`config.mk`:
```
export PLATFORM = sky130hd
export DESIGN_NAME = uart_sp_rx
export DESIGN_NICKNAME = d
export VERILOG_FILES = /design/src/rtl/uart_sp_pkg.sv /design/src/rtl/uart_sp_timebase.sv /design/src/rtl/uart_sp_assembler.sv /design/src/rtl/uart_sp_rx.sv
export SDC_FILE = /design/constraint.sdc
export NUM_CORES = 1
export LEC_CHECK = 0
export BUFFER_PORTS_ARGS = -buffer_cell sky130_fd_sc_hd__buf_2
export CAP_MARGIN = 40
export CELL_PAD_IN_SITES_DETAIL_PLACEMENT = 0
export CELL_PAD_IN_SITES_GLOBAL_PLACEMENT = 1
export CORE_MARGIN = 5
export CORE_UTILIZATION = 44
export CTS_BUF_LIST = sky130_fd_sc_hd__clkbuf_8 sky130_fd_sc_hd__clkbuf_16
export DETAILED_ROUTE_END_ITERATION = 6
export GPL_TIMING_DRIVEN = 0
export PLACE_DENSITY_LB_ADDON = 0.1
export SETUP_SLACK_MARGIN = 0.4
export SLEW_MARGIN = 20
export SYNTH_ARGS = -nofsm -noshare
export SYNTH_HDL_FRONTEND = slang
export SYNTH_SLANG_ARGS = --single-unit
```
`constraint.sdc`:
```
create_clock -name clk -period 2.6 [get_ports clk]
set_clock_uncertainty 0.05 [all_clocks]
set_input_delay 0 -clock clk [delete_from_list [all_inputs] [get_ports clk]]
set_output_delay 0 -clock clk [all_outputs]
set_load 0.01 [all_outputs]
```
`src/rtl/uart_sp_pkg.sv`:
```
package uart_sp_pkg;

    typedef enum logic [2:0] {
        S_IDLE   = 3'd0,
        S_START  = 3'd1,
        S_DATA   = 3'd2,
        S_PARITY = 3'd3,
        S_STOP   = 3'd4
    } rx_state_t;

    localparam logic [2:0] PAR_ODD    = 3'd1;
    localparam logic [2:0] PAR_EVEN   = 3'd2;
    localparam logic [2:0] PAR_ZERO   = 3'd3;
    localparam logic [2:0] PAR_ONE    = 3'd4;
    localparam logic [2:0] PAR_IGNORE = 3'd5;

    localparam logic [6:0] PCT_DEFAULT = 7'd50;

    // Percentage outside 1..99 falls back to the cell middle.
    function automatic logic [6:0] eff_pct(input logic [6:0] p);
        return ((p == 7'd0) || (p > 7'd99)) ? PCT_DEFAULT : p;
    endfunction

    // Codes 1..5 reserve a parity slot; all others skip it.
    function automatic logic has_parity_slot(input logic [2:0] mode);
        return (mode >= PAR_ODD) && (mode <= PAR_IGNORE);
    endfunction

    // Accept test for the parity slot given the XOR of the data bits.
    function automatic logic parity_accept(input logic [2:0] mode,
                                           input logic pbit,
                                           input logic data_xor);
        logic ok;
        case (mode)
            PAR_ODD:  ok = (data_xor ^ pbit);
            PAR_EVEN: ok = ~(data_xor ^ pbit);
            PAR_ZERO: ok = ~pbit;
            PAR_ONE:  ok = pbit;
            default:  ok = 1'b1;
        endcase
        return ok;
    endfunction

endpackage

```
`src/rtl/uart_sp_timebase.sv`:
```
module uart_sp_timebase
    import uart_sp_pkg::*;
#(
    parameter int CYC_W = 16
) (
    input  logic             clk,
    input  logic             rst_n,
    input  logic             load_en_i,
    input  logic [CYC_W-1:0] bit_cycles_i,
    input  logic [6:0]       pct_i,
    input  logic             arm_i,
    output logic             tick_o
);
    localparam int PROD_W = CYC_W + 8;

    logic [CYC_W-1:0]  cyc_q;
    logic [CYC_W-1:0]  off_q;
    logic [CYC_W-1:0]  wait_q;
    logic [CYC_W-1:0]  cyc_m1;
    logic [PROD_W-1:0] prod;
    logic [PROD_W-1:0] off_full;

    // ceil((C-1)*P/100) computed once per load, off the sampling path
    always_comb begin
        cyc_m1   = bit_cycles_i - CYC_W'(1);
        prod     = PROD_W'(cyc_m1) * PROD_W'(eff_pct(pct_i)) + PROD_W'(99);
        off_full = prod / PROD_W'(100);
    end

    always_ff @(posedge clk or negedge rst_n) begin
        if (!rst_n) begin
            cyc_q <= CYC_W'(2);
            off_q <= CYC_W'(1);
        end else if (load_en_i) begin
            cyc_q <= bit_cycles_i;
            off_q <= off_full[CYC_W-1:0];
        end
    end

    // Down-counter: reaching zero marks a sample instant.
    always_ff @(posedge clk or negedge rst_n) begin
        if (!rst_n)               wait_q <= '1;
        else if (arm_i)           wait_q <= off_q - CYC_W'(1);
        else if (wait_q == '0)    wait_q <= cyc_q - CYC_W'(1);
        else                      wait_q <= wait_q - CYC_W'(1);
    end

    assign tick_o = (wait_q == '0);

endmodule

```
`src/rtl/uart_sp_assembler.sv`:
```
module uart_sp_assembler #(
    parameter int MAXW  = 9,
    parameter int IDX_W = 4
) (
    input  logic             clk,
    input  logic             rst_n,
    input  logic             clear_i,
    input  logic             shift_i,
    input  logic             bit_i,
    input  logic             msb_first_i,
    input  logic [IDX_W-1:0] width_i,
    output logic [MAXW-1:0]  word_o,
    output logic             last_o,
    output logic             xor_o
);
    logic [IDX_W-1:0] idx_q;
    logic [IDX_W-1:0] pos;
    logic [MAXW-1:0]  word_q;
    logic             xor_q;

    always_comb begin
        pos    = msb_first_i ? (width_i - IDX_W'(1) - idx_q) : idx_q;
        last_o = (idx_q == width_i - IDX_W'(1));
    end

    always_ff @(posedge clk or negedge rst_n) begin
        if (!rst_n) begin
            idx_q  <= '0;
            word_q <= '0;
            xor_q  <= 1'b0;
        end else if (clear_i) begin
            idx_q  <= '0;
            word_q <= '0;
            xor_q  <= 1'b0;
        end else if (shift_i) begin
            idx_q <= idx_q + IDX_W'(1);
            xor_q <= xor_q ^ bit_i;
            for (int b = 0; b < MAXW; b++) begin
                if (pos == IDX_W'(b)) word_q[b] <= bit_i;
            end
        end
    end

    assign word_o = word_q;
    assign xor_o  = xor_q;

endmodule

```
`src/rtl/uart_sp_rx.sv`:
```
module uart_sp_rx
    import uart_sp_pkg::*;
#(
    parameter int CYC_W    = 16,
    parameter int MAX_BITS = 9,
    parameter int MIN_BITS = 5
) (
    input  logic                          clk,
    input  logic                          rst_n,
    input  logic                          rx_line_i,
    input  logic                          rx_invert_i,
    input  logic [$clog2(MAX_BITS+1)-1:0] cfg_width_i,
    input  logic [2:0]                    cfg_parity_i,
    input  logic                          cfg_msb_first_i,
    input  logic [6:0]                    cfg_sample_pct_i,
    input  logic [CYC_W-1:0]              cfg_bit_cycles_i,
    output logic                          frame_valid_o,
    output logic [MAX_BITS-1:0]           frame_data_o,
    output logic                          frame_good_o,
    output logic                          start_err_o,
    output logic                          parity_err_o,
    output logic                          stop_err_o
);
    localparam int IDX_W = $clog2(MAX_BITS + 1);

    rx_state_t        state_q, state_d;
    logic             line_n, line_q, fall;
    logic             idle, tick, arm;
    logic [IDX_W-1:0] width_q, width_clamped;
    logic [2:0]       par_q;
    logic             msb_q, good_q;
    logic [MAX_BITS-1:0] word;
    logic             last_bit, data_xor;

    assign line_n = rx_line_i ^ rx_invert_i;
    assign idle   = (state_q == S_IDLE);
    assign fall   = line_q & ~line_n;
    assign arm    = idle & fall;

    always_comb begin
        if (cfg_width_i < IDX_W'(MIN_BITS))      width_clamped = IDX_W'(MIN_BITS);
        else if (cfg_width_i > IDX_W'(MAX_BITS)) width_clamped = IDX_W'(MAX_BITS);
        else                                     width_clamped = cfg_width_i;
    end

    always_ff @(posedge clk or negedge rst_n) begin
        if (!rst_n) begin
            line_q  <= 1'b1;
            width_q <= IDX_W'(MAX_BITS - 1);
            par_q   <= '0;
            msb_q   <= 1'b0;
        end else begin
            line_q <= line_n;
            if (idle) begin
                width_q <= width_clamped;
                par_q   <= cfg_parity_i;
                msb_q   <= cfg_msb_first_i;
            end
        end
    end

    uart_sp_timebase #(.CYC_W(CYC_W)) u_timebase (
        .clk          (clk),
        .rst_n        (rst_n),
        .load_en_i    (idle),
        .bit_cycles_i (cfg_bit_cycles_i),
        .pct_i        (cfg_sample_pct_i),
        .arm_i        (arm),
        .tick_o       (tick)
    );

    uart_sp_assembler #(.MAXW(MAX_BITS), .IDX_W(IDX_W)) u_assembler (
        .clk         (clk),
        .rst_n       (rst_n),
        .clear_i     (arm),
        .shift_i     ((state_q == S_DATA) && tick),
        .bit_i       (line_n),
        .msb_first_i (msb_q),
        .width_i     (width_q),
        .word_o      (word),
        .last_o      (last_bit),
        .xor_o       (data_xor)
    );

    // Next-state logic
    always_comb begin
        state_d = state_q;
        unique case (state_q)
            S_IDLE:   if (fall) state_d = S_START;
            S_START:  if (tick) state_d = line_n ? S_IDLE : S_DATA;
            S_DATA:   if (tick && last_bit)
                          state_d = has_parity_slot(par_q) ? S_PARITY : S_STOP;
            S_PARITY: if (tick) state_d = S_STOP;
            S_STOP:   if (tick) state_d = S_IDLE;
            default:  state_d = S_IDLE;
        endcase
    end

    // State register
    always_ff @(posedge clk or negedge rst_n) begin
        if (!rst_n) state_q <= S_IDLE;
        else        state_q <= state_d;
    end

    // Outputs
    always_ff @(posedge clk or negedge rst_n) begin
        if (!rst_n) begin
            frame_valid_o <= 1'b0;
            frame_data_o  <= '0;
            frame_good_o  <= 1'b0;
            start_err_o   <= 1'b0;
            parity_err_o  <= 1'b0;
            stop_err_o    <= 1'b0;
            good_q        <= 1'b1;
        end else begin
            frame_valid_o <= 1'b0;
            start_err_o   <= 1'b0;
            parity_err_o  <= 1'b0;
            stop_err_o    <= 1'b0;
            unique case (state_q)
                S_IDLE: if (fall) good_q <= 1'b1;
                S_START: if (tick && line_n) begin
                    frame_valid_o <= 1'b1;
                    frame_data_o  <= '0;
                    frame_good_o  <= 1'b0;
                    start_err_o   <= 1'b1;
                end
                S_DATA: ;
                S_PARITY: if (tick && !parity_accept(par_q, line_n, data_xor)) begin
                    parity_err_o <= 1'b1;
                    good_q       <= 1'b0;
                end
                S_STOP: if (tick) begin
                    frame_valid_o <= 1'b1;
                    frame_data_o  <= word;
                    frame_good_o  <= good_q & line_n;
                    stop_err_o    <= ~line_n;
                end
                default: ;
            endcase
        end
    end

endmodule

```
# Word level (Yosys, flattened, before mapping)

Index checks and enable logic that the tools add are counted.

$mul: 1
Bitwise logic cells: 7
Eq/ne operators: 24
Add/sub/neg operators: 8
Order comparisons: 5
Reduce and logical (&&, ||, !) cells: 35
Divide/modulo/power cells: 1
Multiplexer cells: 48

Operators by type and width:

| kind                                               | count |
|---|---|
| subtractor 16 x 1 -> 16 bit, second input constant | 4 |
| 2-to-1 mux 9 bit                                   | 4 |
| 2-to-1 mux 16 bit                                  | 2 |
| adder 23 x 7 -> 24 bit, second input constant      | 1 |
| divider 24 x 7 -> 24 bit, second input constant    | 1 |
| nonzero test 2 bit                                 | 12 |
| multiplier 16 x 7 -> 23 bit                        | 1 |
| 2-to-1 mux 1 bit                                   | 23 |
| 2-to-1 mux 4 bit                                   | 5 |
| 2-to-1 mux 3 bit                                   | 6 |
| case mux 9 bit (2 select lines)                    | 1 |
| AND reduction 2 bit                                | 9 |
| == test 4 x 3 -> 1 bit, second input constant      | 4 |
| logical NOT 16 bit                                 | 1 |
| case mux 3 bit (5 select lines)                    | 1 |
| == test 3 x 2 -> 1 bit, second input constant      | 4 |
| inequality test 2 bit, second input constant       | 6 |
| == test 4 x 2 -> 1 bit, second input constant      | 2 |
| > comparator 7 bit, second input constant          | 1 |
| logical NOT 7 bit                                  | 1 |
| 2-to-1 mux 7 bit                                   | 1 |
| == test 3 x 1 -> 1 bit, second input constant      | 2 |
| == test 3 bit, second input constant               | 2 |
| case mux 1 bit (2 select lines)                    | 3 |
| other kinds (23)                                   | 32 |

Input port bits: 35
Bits in registers: 89
Word-level logic and storage cells: 155

# Logic depth before layout (Yosys ltp)

Word-level depth: 9
Mapped depth: 66
Gate-level depth less buffers: 58

# By module

Synthesis repeated with hierarchy kept, for this count alone.

Cells, all modules: 1,581
Area total of the unflattened synthesis: 12,894.9 um^2

Modules (own cells, without submodules):

| module            | cells an instance | times used | area an instance (um^2) | sequential area each (um^2) |
|---|---|---|---|---|
| uart_sp_timebase  | 1,317             | 1          | 10,477.5                | 1,223.7 |
| uart_sp_rx        | 129               | 1          | 1,275.0                 | 679.4 |
| uart_sp_assembler | 135               | 1          | 1,142.3                 | 350.3 |

# Least setup slack after synthesis

Ideal clock, no wire load.

Path type: input to register
Start: input cfg_bit_cycles_i[5]
End: register u_timebase.off_q[0]
Path slack: -12.783 ns
Setup time: 0.078 ns
Arrival time: 15.255 ns
Stages: 58
Path buffers: 2
Data required time: 2.472 ns
Cell sequence: or4_1 > nor4_1 > nand3b_1 > nor3_1 > xnor2_1 > or2_2 > fa_1 > fa_1 > inv_1 > fa_1 > inv_1 > fa_1 > inv_1 > ha_1 > clkbuf_1 > and4_1 > and3_1 > nor2b_1 > [... 22 more ...] > a21oi_4 > xnor2_2 > nand2_1 > o221a_1 > mux2i_1 > mux2i_4 > a21o_1 > buf_6 > o211ai_4 > a31oi_1 > a31oi_1 > a2111oi_4 > a31oi_1 > maj3_2 > and4_1 > or3b_1 > mux2i_1 > a31o_1

Cells in the longest elaborated chain, start to end: 4

RTL lines:

| element                     | RTL line               | source |
|---|---|---|
| start: declaration          | uart_sp_rx.sv:16       | `input logic [CYC_W-1:0] cfg_bit_cycles_i,` |
| subtractor 16 x 1 -> 16 bit | uart_sp_timebase.sv:25 | `cyc_m1 = bit_cycles_i - CYC_W'(1);` |
| multiplier 16 x 7 -> 23 bit | uart_sp_timebase.sv:26 | `prod = PROD_W'(cyc_m1) * PROD_W'(eff_pct(pct_i)) + PROD_W'(99);` |
| adder 23 x 7 -> 24 bit      | uart_sp_timebase.sv:26 |  |
| divider 24 x 7 -> 24 bit    | uart_sp_timebase.sv:27 | `off_full = prod / PROD_W'(100);` |
| end signal: assignment      | uart_sp_timebase.sv:36 | `off_q <= off_full[CYC_W-1:0];` |
| end: declaration            | uart_sp_timebase.sv:17 | `logic [CYC_W-1:0] off_q;` |

Every way passes these cells.
A chain may end at the register's enable or synchronous reset.

# Worst setup path after layout

Start: input cfg_bit_cycles_i[2]
End: register u_timebase.off_q[0]

The elaborated chain is that of the path after synthesis.

==> flow_summary.toml <==
[timing]
tns_ps = -137580
post-route-min-period_ps = 15370
period_share_pct = 591.2
slew_viol_final = 0
fmaxAchievable_mhz = 65.06
rsz0062_at_grt = "yes"
relSlewSlack_pct = 36.36
worst_slack_ps = -12770
setup_violations = 16
worst_pin_slew_ps = 947.8
hold_violations = 0

[hold_path]
hp-class = "in2reg"

[grt]
grt_overflow_total = 0
grt_pass1_vias = 12830
antenna_found_initial = 0
grt_pass1_wl_mm = 65.34
grtUsageTotal_pct = 24.63
top_usage_layer = "met2"
gr-usage-met3_pct = 1.961
grt_start_max_net_pins = 50
use_met2_pct = 42.46
gr-usage-met1_pct = 33.36

[routing]
drt-pass1-iter-count = 5
wl_per_cell_um = 18.44
ant_nets = 0
route.vias.total = 13470
drc_errors = 0
drt-initial-drc-count = 933
vias_per_cell = 5.931
routed_wl_mm = 41.87

[clocking]
cts_buffers = 9
root_buffer = "clkbuf_16"
h-tree-depth = 3
cts.sinks = 89
clk_pin_slew_ps = 70
cts_tree = "built"
cts_buffer_depth = 2
clock_latency_ps = 350

[yosys]
ys_types = 120
dominantRegCellSynth = "dfrtp_1"
async_flop_share_pct = 100.0
synth.avg_cell_area_um2 = 8.078
synth_nets = 1724
syn_inst = 1553
yosys_warnings = 0
yosysSeqAreaShare_pct = 17.96
synth_edf_count = 0
synth_area_mm2 = 0.01254
synth-seq-cells = 89

[place]
globalplace.congestion = 0.8569
dp_cells = 1979
numPortBuffers = 47
dp_hpwl_mm = 28.32

[setup_path]
cp.arrival_ps = 15600
path_buf_inv = 14
cp-endpoint = "u_timebase.off_q[0]$_DFFE_PN1P_"
crit_required_ps = 2830
critPathLaunchType = "primary input"
critPathMaxFanout = 6
worstRegToRegCells = 13
cp-startpoint = "cfg_bit_cycles_i[2]"
cp-end-kind = "register"
r2r-start = "u_timebase.wait_q[3]$_DFF_PN1_"
critical-path-max-stage-delay_ps = 570
critical_path.top_delay_family = "compound AO/OA/AOI/OAI gates"
path_depth = 67
crit_slowest_cell = "or4_4"
crit_type = "in2reg"
r2r_slack_ps = 90
timing.critical_path.mode_cell = "fa_1"
regToRegEndpoint = "u_timebase.wait_q[15]$_DFF_PN1_"

[layout]
area.growth.synth_to_final_pct = 50.52
num_antenna_cells = 0
final_nets = 2059
instances_no_fill = 2271
drive_gt1_share_pct = 42.31

[status]
failed_checks = "negative setup slack"
status = "finished with violations"

[floorplanning]
coreArea_mm2 = 0.02793
fp.dieH_um = 178.9
top_level_ports = 49
rows = 61
initial_core_util_pct = 44.91
die_area_mm2 = 0.03199
die_w_um = 178.9

[flow_run]
cap_violations = 0
[kinds of logic (layout without fill, tap and decap cells)]
kind of cell | Yosys count | count (layout) | synth area share, %
adder cells (fa/ha/maj) | 139 | 139 | 18.18
multiplexers | 22 | 23 | 2.015
XOR/XNOR | 87 | 87 | 6.314
buffers and inverters | 144 | 483 | 4.708
AND/OR/NAND/NOR | 606 | 606 | 23.00
AO/OA/AOI/OAI | 466 | 466 | 27.82
flip-flops | 89 | 89 | 17.96
[flip-flops by register name, indices dropped and copies added, names as in the netlist, 3 cells and up]
register            flops
u_timebase.off_q       16
u_timebase.wait_q      16
u_timebase.cyc_q       16
u_assembler.word_o      9
state_q                 3
u_assembler.idx_q       4
frame_data_o            9
par_q                   3
width_q                 4
[how the worst min path moves through the flow]
| stage | start | end | cells past startpoint |
|---|---|---|---|
| floorplan | rst_n | frame_data_o[0]$_DFFE_PN0P_ | 0 |
| global placement | cfg_msb_first_i | msb_q$_DFFE_PN0P_ | 3 |
| detailed placement | rst_n | frame_data_o[5]$_DFFE_PN0P_ | 1 |
| CTS | cfg_width_i[1] | width_q[0]$_DFFE_PN0P_ | 5 |
| global route | cfg_width_i[1] | width_q[0]$_DFFE_PN0P_ | 5 |
| finish | cfg_width_i[1] | width_q[0]$_DFFE_PN0P_ | 5 |
[layout make-up]
class                           count  area [um2]
Buffer                             65       589.3
Clock buffer                        9       225.2
Clock inverter                      7       83.83
Fill cell                        2232        9052
Inverter                           79       299.0
Multi-Input combinational cell   1321       12360
Sequential cell                    89        2256
Tap cell                          378       473.0
Timing Repair Buffer              323        2600
[repair_timing]
| action | 4_1_cts | 5_1_grt |
|---|---|---|
| cloned | 2 | 1 |
| gates resized for setup | 300 | 270 |
| pin swaps | 131 | 178 |
| endpoints found under the setup margin | 70 | 68 |
| buffers inserted | 133 | 112 |
| hold buffers | 24 | 0 |
| endpoints found under the hold margin | 64 | 0 |
[layout by cell type, fill, tap and decap left out, types with 32 or more instances in the layout]
master / count
ha_1: 53
dfrtp_1: 66
buf_2: 48
xnor2_1: 33
o211ai_1: 37
buf_4: 208
nor2_1: 159
nand2_1: 161
a21oi_2: 38
nand3_1: 32
inv_1: 68
buf_6: 56
a21oi_1: 45
fa_1: 72
o21ai_0: 39
[synth_stat cells, drive strengths merged (8+ instances only)]
cell | n | area share (%)
a211o | 14 | 0.98
a211oi | 24 | 1.7
xnor2 | 56 | 4.1
nor3 | 27 | 1.1
o221ai | 8 | 0.56
inv | 78 | 2.3
o211ai | 39 | 2.5
nor4 | 14 | 0.75
nand2b | 13 | 0.65
a21oi | 99 | 4.3
nand4 | 16 | 0.80
clkbuf | 48 | 1.4
nand3 | 45 | 1.9
a22o | 12 | 0.85
a31oi | 28 | 1.4
and2 | 23 | 1.2
o211a | 10 | 0.80
or3 | 9 | 0.45
fa | 73 | 12
o2111ai | 9 | 0.63
o21ai | 78 | 3.1
a32oi | 9 | 0.75
o21a | 10 | 0.60
or2 | 21 | 1.1
nor2b | 9 | 0.45
and3 | 27 | 1.4
nand2 | 187 | 5.7
a32o | 8 | 0.65
buf | 17 | 0.91
ha | 63 | 6.3
a21o | 24 | 1.4
dfrtp | 68 | 14
or4 | 8 | 0.51
o31ai | 23 | 1.7
mux2i | 15 | 1.3
dfstp | 21 | 4.4
xor2 | 31 | 2.2
nor2 | 184 | 5.5
[worst reg2reg max path: stages (launching register included)]
cell and delay [ps]:
dfstp_2 560, nor4_1 60, and4_1 190, clkbuf_8 150, buf_6 110, buf_8 120
a21oi_1 150, nor2_1 70, a21oi_2 200, and3_4 250, and3_4 210, nand2_4 60
nor2_4 130, xnor2_2 120
[per-stage QoR]
| stage | util, % | worst slack [ps] | area, um2 | hold slack (ps) |
|---|---|---|---|---|
| floorplan | - | -12270 | 13050 | -345.6 |
| global placement | 49.25 | -14740 | 13760 | 141.8 |
| detailed placement | 49.33 | -14750 | 13780 | 15.23 |
| CTS | 60.06 | -12890 | 16780 | 2.175 |
| global route | 67.59 | -13460 | 18880 | 52.02 |
| finish | 67.59 | -12770 | 18880 | 10.54 |
[metal layers]
metal / wire (um) / vias up / part of all wire (%)
li1: - / 6354 / -
met1: 18060 / 6650 / 43
met2: 20970 / 398 / 50
met3: 1900 / 68 / 4.5
met4: 948 / 0 / 2.3
met5: 0 / - / 0
Power is not shown: default switching activity piles up to over one toggle a cycle in this logic, so the estimate is an artifact.
